==> config.mk <==
export PLATFORM = sky130hd
export DESIGN_NAME = irq_vector_ctrl
export DESIGN_NICKNAME = d
export VERILOG_FILES = /design/src/rtl/irqc_pkg.sv /design/src/rtl/irqc_edge_detect.sv /design/src/rtl/irqc_req_bank.sv /design/src/rtl/irqc_arbiter.sv /design/src/rtl/irq_vector_ctrl.sv
export SDC_FILE = /design/constraint.sdc
export NUM_CORES = 1
export LEC_CHECK = 0
export ABC_AREA = 1
export BUFFER_PORTS_ARGS = -buffer_cell sky130_fd_sc_hd__buf_4
export CAP_MARGIN = 20
export CORE_MARGIN = 2
export CORE_UTILIZATION = 50
export DETAILED_ROUTE_END_ITERATION = 16
export PLACE_DENSITY = 0.82
export SETUP_SLACK_MARGIN = 0.4
export SLEW_MARGIN = 10
export SYNTH_ARGS = -nofsm -noshare
export SYNTH_HDL_FRONTEND = slang
export SYNTH_SLANG_ARGS = --single-unit
==> constraint.sdc <==
create_clock -name clk -period 4.01 [get_ports clk]
set_input_delay 0.6015 -clock clk [delete_from_list [all_inputs] [get_ports clk]]
set_output_delay 0.6015 -clock clk [all_outputs]
set_load 0.01 [all_outputs]
==> src/rtl/irqc_pkg.sv <==
package irqc_pkg;

   localparam int CTL_W    = 8;
   localparam int R0_SRCS  = 3;
   localparam int R1_SRCS  = 4;
   localparam int FLAG_OFS = 4;

   typedef enum logic [1:0] {
      EDGE_OFF  = 2'b00,
      EDGE_RISE = 2'b01,
      EDGE_FALL = 2'b10,
      EDGE_BOTH = 2'b11
   } edge_mode_e;

   // which control register holds source i
   function automatic int src_reg(input int i);
      return (i < R0_SRCS) ? 0 : 1;
   endfunction

   // bit position of the enable of source i inside its register
   function automatic int src_en_bit(input int i);
      return (i < R0_SRCS) ? i + 1 : i - R0_SRCS;
   endfunction

   // bit position of the flag of source i inside its register
   function automatic int src_fl_bit(input int i);
      return (i < R0_SRCS) ? i + FLAG_OFS : i - R0_SRCS + FLAG_OFS;
   endfunction

endpackage

==> src/rtl/irqc_edge_detect.sv <==
module irqc_edge_detect #(
   parameter int SYNC_STAGES = 2
) (
   input  logic       clk,
   input  logic       rst_n,
   input  logic       pin,
   input  logic [1:0] mode,
   output logic       hit
);
   import irqc_pkg::*;

   initial begin
      if (SYNC_STAGES < 1 || SYNC_STAGES > 4)
         $error("irqc_edge_detect: SYNC_STAGES out of range");
   end

   logic [SYNC_STAGES-1:0] sync_q;
   logic [SYNC_STAGES:0]   fill_q;
   logic                   prev_q;
   logic                   level;
   logic                   armed;
   logic                   rise;
   logic                   fall;

   generate
      if (SYNC_STAGES == 1) begin : g_sync_one
         always_ff @(posedge clk or negedge rst_n) begin
            if (!rst_n) sync_q <= '0;
            else        sync_q <= pin;
         end
      end else begin : g_sync_chain
         always_ff @(posedge clk or negedge rst_n) begin
            if (!rst_n) sync_q <= '0;
            else        sync_q <= {sync_q[SYNC_STAGES-2:0], pin};
         end
      end
   endgenerate

   assign level = sync_q[SYNC_STAGES-1];

   always_ff @(posedge clk or negedge rst_n) begin
      if (!rst_n) begin
         prev_q <= 1'b0;
         fill_q <= '0;
      end else begin
         prev_q <= level;
         fill_q <= {fill_q[SYNC_STAGES-1:0], 1'b1};
      end
   end

   assign armed = fill_q[SYNC_STAGES];
   assign rise  = level & ~prev_q;
   assign fall  = ~level & prev_q;
   assign hit   = armed & ((rise & mode[0]) | (fall & mode[1]));

endmodule

==> src/rtl/irqc_req_bank.sv <==
module irqc_req_bank #(
   parameter int N_SRC = 5
) (
   input  logic             clk,
   input  logic             rst_n,
   input  logic             wr_en,
   input  logic             wr_sel,
   input  logic [7:0]       wr_data,
   input  logic [N_SRC-1:0] set_vec,
   input  logic [N_SRC-1:0] take_vec,
   input  logic             take,
   output logic [N_SRC-1:0] en_vec,
   output logic [N_SRC-1:0] fl_vec,
   output logic             master,
   output logic [7:0]       ctl0,
   output logic [7:0]       ctl1
);
   import irqc_pkg::*;

   initial begin
      if (N_SRC < 2 || N_SRC > R0_SRCS + R1_SRCS)
         $error("irqc_req_bank: N_SRC out of range");
   end

   generate
      for (genvar i = 0; i < N_SRC; i++) begin : g_src
         localparam int RSEL = src_reg(i);
         localparam int EB   = src_en_bit(i);
         localparam int FB   = src_fl_bit(i);

         logic en_r, fl_r, en_d, fl_d, wr_hit;

         assign wr_hit = wr_en && (wr_sel == 1'(RSEL));

         always_comb begin
            en_d = en_r;
            fl_d = fl_r;
            if (wr_hit) begin
               en_d = wr_data[EB];
               fl_d = wr_data[FB];
            end
            if (take_vec[i]) fl_d = 1'b0;
            if (set_vec[i])  fl_d = 1'b1;
         end

         always_ff @(posedge clk or negedge rst_n) begin
            if (!rst_n) begin
               en_r <= 1'b0;
               fl_r <= 1'b0;
            end else begin
               en_r <= en_d;
               fl_r <= fl_d;
            end
         end

         assign en_vec[i] = en_r;
         assign fl_vec[i] = fl_r;


         taken_flag_drop_chk: assert property (@(posedge clk) disable iff (!rst_n)
            (take_vec[i] && !set_vec[i]) |=> !fl_r);
      end
   endgenerate

   logic master_d;

   always_comb begin
      master_d = master;
      if (wr_en && !wr_sel) master_d = wr_data[0];
      if (take)             master_d = 1'b0;
   end

   always_ff @(posedge clk or negedge rst_n) begin
      if (!rst_n) master <= 1'b0;
      else        master <= master_d;
   end


   master_drop_chk: assert property (@(posedge clk) disable iff (!rst_n)
      take |=> !master);

   logic [1:0][7:0] rb;

   always_comb begin
      rb       = '0;
      rb[0][0] = master;
      for (int i = 0; i < N_SRC; i++) begin
         rb[src_reg(i)][src_en_bit(i)] = en_vec[i];
         rb[src_reg(i)][src_fl_bit(i)] = fl_vec[i];
      end
   end

   assign ctl0 = rb[0];
   assign ctl1 = rb[1];

endmodule

==> src/rtl/irqc_arbiter.sv <==
module irqc_arbiter #(
   parameter int N_SRC    = 5,
   parameter int VEC_W    = 8,
   parameter int VEC_BASE = 4,
   parameter int VEC_STEP = 4
) (
   input  logic             clk,
   input  logic             rst_n,
   input  logic [N_SRC-1:0] req,
   input  logic             master,
   input  logic             stack_full,
   output logic [N_SRC-1:0] grant,
   output logic             take,
   output logic             call_req,
   output logic [VEC_W-1:0] call_vec
);
   localparam int IDX_W = (N_SRC > 1) ? $clog2(N_SRC) : 1;
   localparam int VEC_TOP = VEC_BASE + (N_SRC - 1) * VEC_STEP;

   initial begin
      if (VEC_TOP >= (1 << VEC_W))
         $error("irqc_arbiter: vector table does not fit VEC_W");
      if (VEC_STEP < 1)
         $error("irqc_arbiter: VEC_STEP must be positive");
   end

   logic [IDX_W-1:0] idx;

   // lowest index wins: scan from the top so the last hit is the lowest
   always_comb begin
      grant = '0;
      idx   = '0;
      for (int i = N_SRC - 1; i >= 0; i--) begin
         if (req[i]) begin
            grant    = '0;
            grant[i] = 1'b1;
            idx      = IDX_W'(i);
         end
      end
   end

   assign take = master && !stack_full && (|req);

   always_ff @(posedge clk or negedge rst_n) begin
      if (!rst_n) begin
         call_req <= 1'b0;
         call_vec <= '0;
      end else begin
         call_req <= take;
         if (take) call_vec <= VEC_W'(VEC_BASE + int'(idx) * VEC_STEP);
      end
   end


   grant_onehot_chk: assert property (@(posedge clk) disable iff (!rst_n)
      $onehot0(grant));


   call_gate_chk: assert property (@(posedge clk) disable iff (!rst_n)
      call_req |-> $past(!stack_full && master));


   call_pulse_chk: assert property (@(posedge clk) disable iff (!rst_n)
      call_req |=> !call_req);

endmodule

==> src/rtl/irq_vector_ctrl.sv <==
module irq_vector_ctrl #(
   parameter int N_EXT       = 2,
   parameter int N_INT       = 3,
   parameter int SYNC_STAGES = 2,
   parameter int VEC_W       = 8,
   parameter int VEC_BASE    = 4,
   parameter int VEC_STEP    = 4
) (
   input  logic               clk,
   input  logic               rst_n,
   input  logic [N_EXT-1:0]   ext_pin,
   input  logic [2*N_EXT-1:0] ext_mode,
   input  logic [N_INT-1:0]   int_pulse,
   input  logic               wr_en,
   input  logic               wr_sel,
   input  logic [7:0]         wr_data,
   input  logic               stack_full,
   output logic [7:0]         ctl0_q,
   output logic [7:0]         ctl1_q,
   output logic               call_req,
   output logic [VEC_W-1:0]   call_vec,
   output logic               wake
);
   import irqc_pkg::*;

   localparam int N_SRC = N_EXT + N_INT;

   initial begin
      if (N_EXT < 1 || N_INT < 1)
         $error("irq_vector_ctrl: need at least one source of each kind");
      if (N_SRC > R0_SRCS + R1_SRCS)
         $error("irq_vector_ctrl: too many sources for two control registers");
   end

   logic [N_SRC-1:0] set_vec;
   logic [N_SRC-1:0] en_vec;
   logic [N_SRC-1:0] fl_vec;
   logic [N_SRC-1:0] req;
   logic [N_SRC-1:0] grant;
   logic             master;
   logic             take;

   generate
      for (genvar p = 0; p < N_EXT; p++) begin : g_ext
         irqc_edge_detect #(.SYNC_STAGES(SYNC_STAGES)) i_edge (
            .clk  (clk),
            .rst_n(rst_n),
            .pin  (ext_pin[p]),
            .mode (ext_mode[2*p +: 2]),
            .hit  (set_vec[p])
         );
      end
   endgenerate

   assign set_vec[N_SRC-1:N_EXT] = int_pulse;

   irqc_req_bank #(.N_SRC(N_SRC)) i_bank (
      .clk     (clk),
      .rst_n   (rst_n),
      .wr_en   (wr_en),
      .wr_sel  (wr_sel),
      .wr_data (wr_data),
      .set_vec (set_vec),
      .take_vec(take ? grant : '0),
      .take    (take),
      .en_vec  (en_vec),
      .fl_vec  (fl_vec),
      .master  (master),
      .ctl0    (ctl0_q),
      .ctl1    (ctl1_q)
   );

   assign req  = fl_vec & en_vec;
   assign wake = |req;

   irqc_arbiter #(
      .N_SRC   (N_SRC),
      .VEC_W   (VEC_W),
      .VEC_BASE(VEC_BASE),
      .VEC_STEP(VEC_STEP)
   ) i_arb (
      .clk       (clk),
      .rst_n     (rst_n),
      .req       (req),
      .master    (master),
      .stack_full(stack_full),
      .grant     (grant),
      .take      (take),
      .call_req  (call_req),
      .call_vec  (call_vec)
   );


   no_call_disabled_chk: assert property (@(posedge clk) disable iff (!rst_n)
      call_req |-> $past(|(fl_vec & en_vec)));

endmodule

==> metrics.cfg <==
[global_routing]
grt-ovfl-total=0
grt.total_usage=0.1665
grt_pass1_vias=861
grt_max_degree=26
grt_first_pass_wirelength_um=3498
grt_antenna_before_repair=0

[critical_path]
rr_startpoint=i_bank.g_src[2].fl_r
crit_required_ns=3.41
path_delay_family=simple AND/OR/NAND/NOR gates
r2r_end=i_arb.call_vec[4]
worst_setup_path_end_kind=primary output
worst_r2r_path_depth=9
reg2reg_setup_slack_ns=2.57
crit_buf_inv=1
crit_type=reg2out
cp_max_fo=6
cp_slowest_stage_delay_ns=0.43
worst_ep_arrival_time_ns=1.36
startpoint_type=flop
cpMaxStageDelayCell=dfrtp_1
path_cells=nand2_1 -> nand2_2 -> nor2_4 -> nand2_4 -> buf_4

[detailed_routing]
routed_wl_um=2111
vias=889
wl_per_cell_um=10.88
postRouteAntennaNets=0
drc=0
drt_iter0_drc=8
detail_route.first_pass.iterations=4
viasPerCell=4.582

[yosys]
ys_ff_latch=25
synth_area_mm2=0.001241
synth_top_area_share=0.5040
yosysSeqAreaShare=0.5040
yosysTopAreaCell=dfrtp_1
synthTopCellsByArea=dfrtp_1 (50%), buf_4 (12%), nand2_1 (9.4%)
synth_cells=135
yosys_warnings=0
avgSynthCellArea_um2=9.194
ys_types=19

[status]
status=finished clean

[place]
place_hpwl_um=1715
post-place-cells=190
place_congestion=0.7597
portBuffers=37

[timing]
setup_viol=0
final_max_slew_viol_count=0
final.min_clock_period_ns=1.959
clock_skew_ns=0.006584
hold_ws_ns=0.1598
rsz0062_at_grt=no
fin_setup_tns_ns=0
fmax_mhz=510.4
fin_crit_sh=0.4886
final_hold_viol_count=0

[floorplanning]
start_util=0.5151
rows=18
core_mm2=0.002410
dieArea_mm2=0.002897
die_w_um=53.83
die_h_um=53.83
num_io_pins=48

[cells_and_area]
diodes=0
final_cell_mix=buf_4 (37), nand2_1 (31), dfrtp_1 (25)
areaGrowthSynthToFinish_pct=17.94
stdcell_count=194
num-fill-cells=208
drive_above_1_share=0.3415
final_nets=188
multi_input_area_um2=440.4
regArea_um2=625.6
final_common_cell=buf_4

[cts]
cts_resized=0
clockBufferDepth=2
root_buffer=clkbuf_4
postCtsSetupBuffers=0
cts_tree=built
clkSinkCount=25
clk-insertion-delay-late_ns=0.31
cts-buffers-inserted=3
hold_buffers=0
htreeDepth=1
path_clk_slew_ns=0.14

[run]
maxCapViolCount=0

[power]
power_density_mw_per_mm2=411.0
power_leakage_nw=0.7863
worst_ir_drop_vdd_mv=0.2852

[worst_hold_path]
holdCritPathClass=in2async

[worst max path at each step]
stage | startpoint | end | slack, ns | cells after the start
global placement | i_bank.g_src[1].en_r | wake | 2.44 | 5
finish | i_bank.g_src[2].fl_r | wake | 2.05 | 5
CTS | i_bank.g_src[2].en_r | wake | 2.04 | 5
detailed placement | i_bank.g_src[1].en_r | wake | 2.41 | 5
floorplan | i_bank.g_src[1].en_r | wake | 2.63 | 4
global route | i_bank.g_src[2].fl_r | wake | 1.97 | 5
[cell type report]
cell class,count,area share
flip-flops and latches,25,0.4274
multi-input cells,84,0.3009
repair buffers,37,0.1897
inverters,14,0.03761
well taps,30,0.02564
clock buffers,3,0.01538
clock inverters,1,0.003419
[Yosys cell counts]
master     n
conb_1     2
dfrtp_1   25
nor2_1     3
ha_1       1
nand2_2    4
nor2_2     1
inv_4      1
inv_1     13
nand2_1   31
a21o_1     1
buf_4     20
mux2_2     3
nand2_4    3
nand3_1    9
nand3b_1   2
a21oi_2    1
nor2_4     2
a21oi_1    4
o21ai_0    9
[sequential cells by signal, indices dropped and copies added, names as in the netlist]
signal / count
i_bank.g_src.en_r: 5
i_bank.g_src.fl_r: 5
g_ext.i_edge.sync_q: 4
i_arb.call_vec: 4
g_ext.i_edge.fill_q: 3
g_ext.i_edge.prev_q: 2
i_arb.call_req: 1
i_bank.master: 1
[metal layers]
| metal | wire length (µm) | vias to the layer above | part of all wire | track usage |
|---|---|---|---|---|
| li1 | - | 452 | - | - |
| met1 | 890 | 404 | 0.42 | 0.1968 |
| met2 | 1069 | 31 | 0.51 | 0.3089 |
| met3 | 136 | 2 | 0.064 | 0.02222 |
| met4 | 15 | 0 | 0.0071 | 0.05128 |
| met5 | 0 | - | 0 | 0 |
[per-stage QoR]
stage	total power, W	area [µm²]	utilization	setup WS, ns
finish	0.0006017	1464	0.6075	2.051
global route	0.0006425	1464	0.6075	1.975
CTS	0.0006079	1464	0.6075	2.041
detailed placement	0.0004989	1436	0.5961	2.409
global placement	0.0004911	1436	0.5961	2.437
floorplan	0.0004372	1271	-	2.627
[power breakdown]
| group | switching [W] | leakage [nW] | total (W) | internal [W] |
|---|---|---|---|---|
| clock network | 0.0000732 | 0.0177 | 0.000110 | 0.0000372 |
| registers | 0.0000233 | 0.295 | 0.000309 | 0.000286 |
| logic | 0.0000964 | 0.474 | 0.000182 | 0.0000858 |
| total | 0.000193 | 0.786 | 0.000602 | 0.000409 |
[cells by family (layout without fill, tap and decap cells)]
family,Yosys count,count (layout),synth area share
AOI/OAI and AO/OA,15,15,0.06553
adders and majority gates,1,1,0.01008
buffers and inverters,34,55,0.1653
DFF,25,25,0.5040
muxes,3,3,0.02722
other,2,10,0.006051
and+or+nand+nor,55,55,0.2218
[worst register-to-register path: stages (launching register included)]
cell and delay, ns:
dfrtp_1 0.43, nand2_1 0.15, nand3_1 0.11, a21oi_1 0.19
ha_1 0.20, inv_1 0.05, nand3_1 0.07, nand2_1 0.05
nand2_1 0.05, nand2_1 0.04
Note: power is estimated with default switching activity, not from simulation.
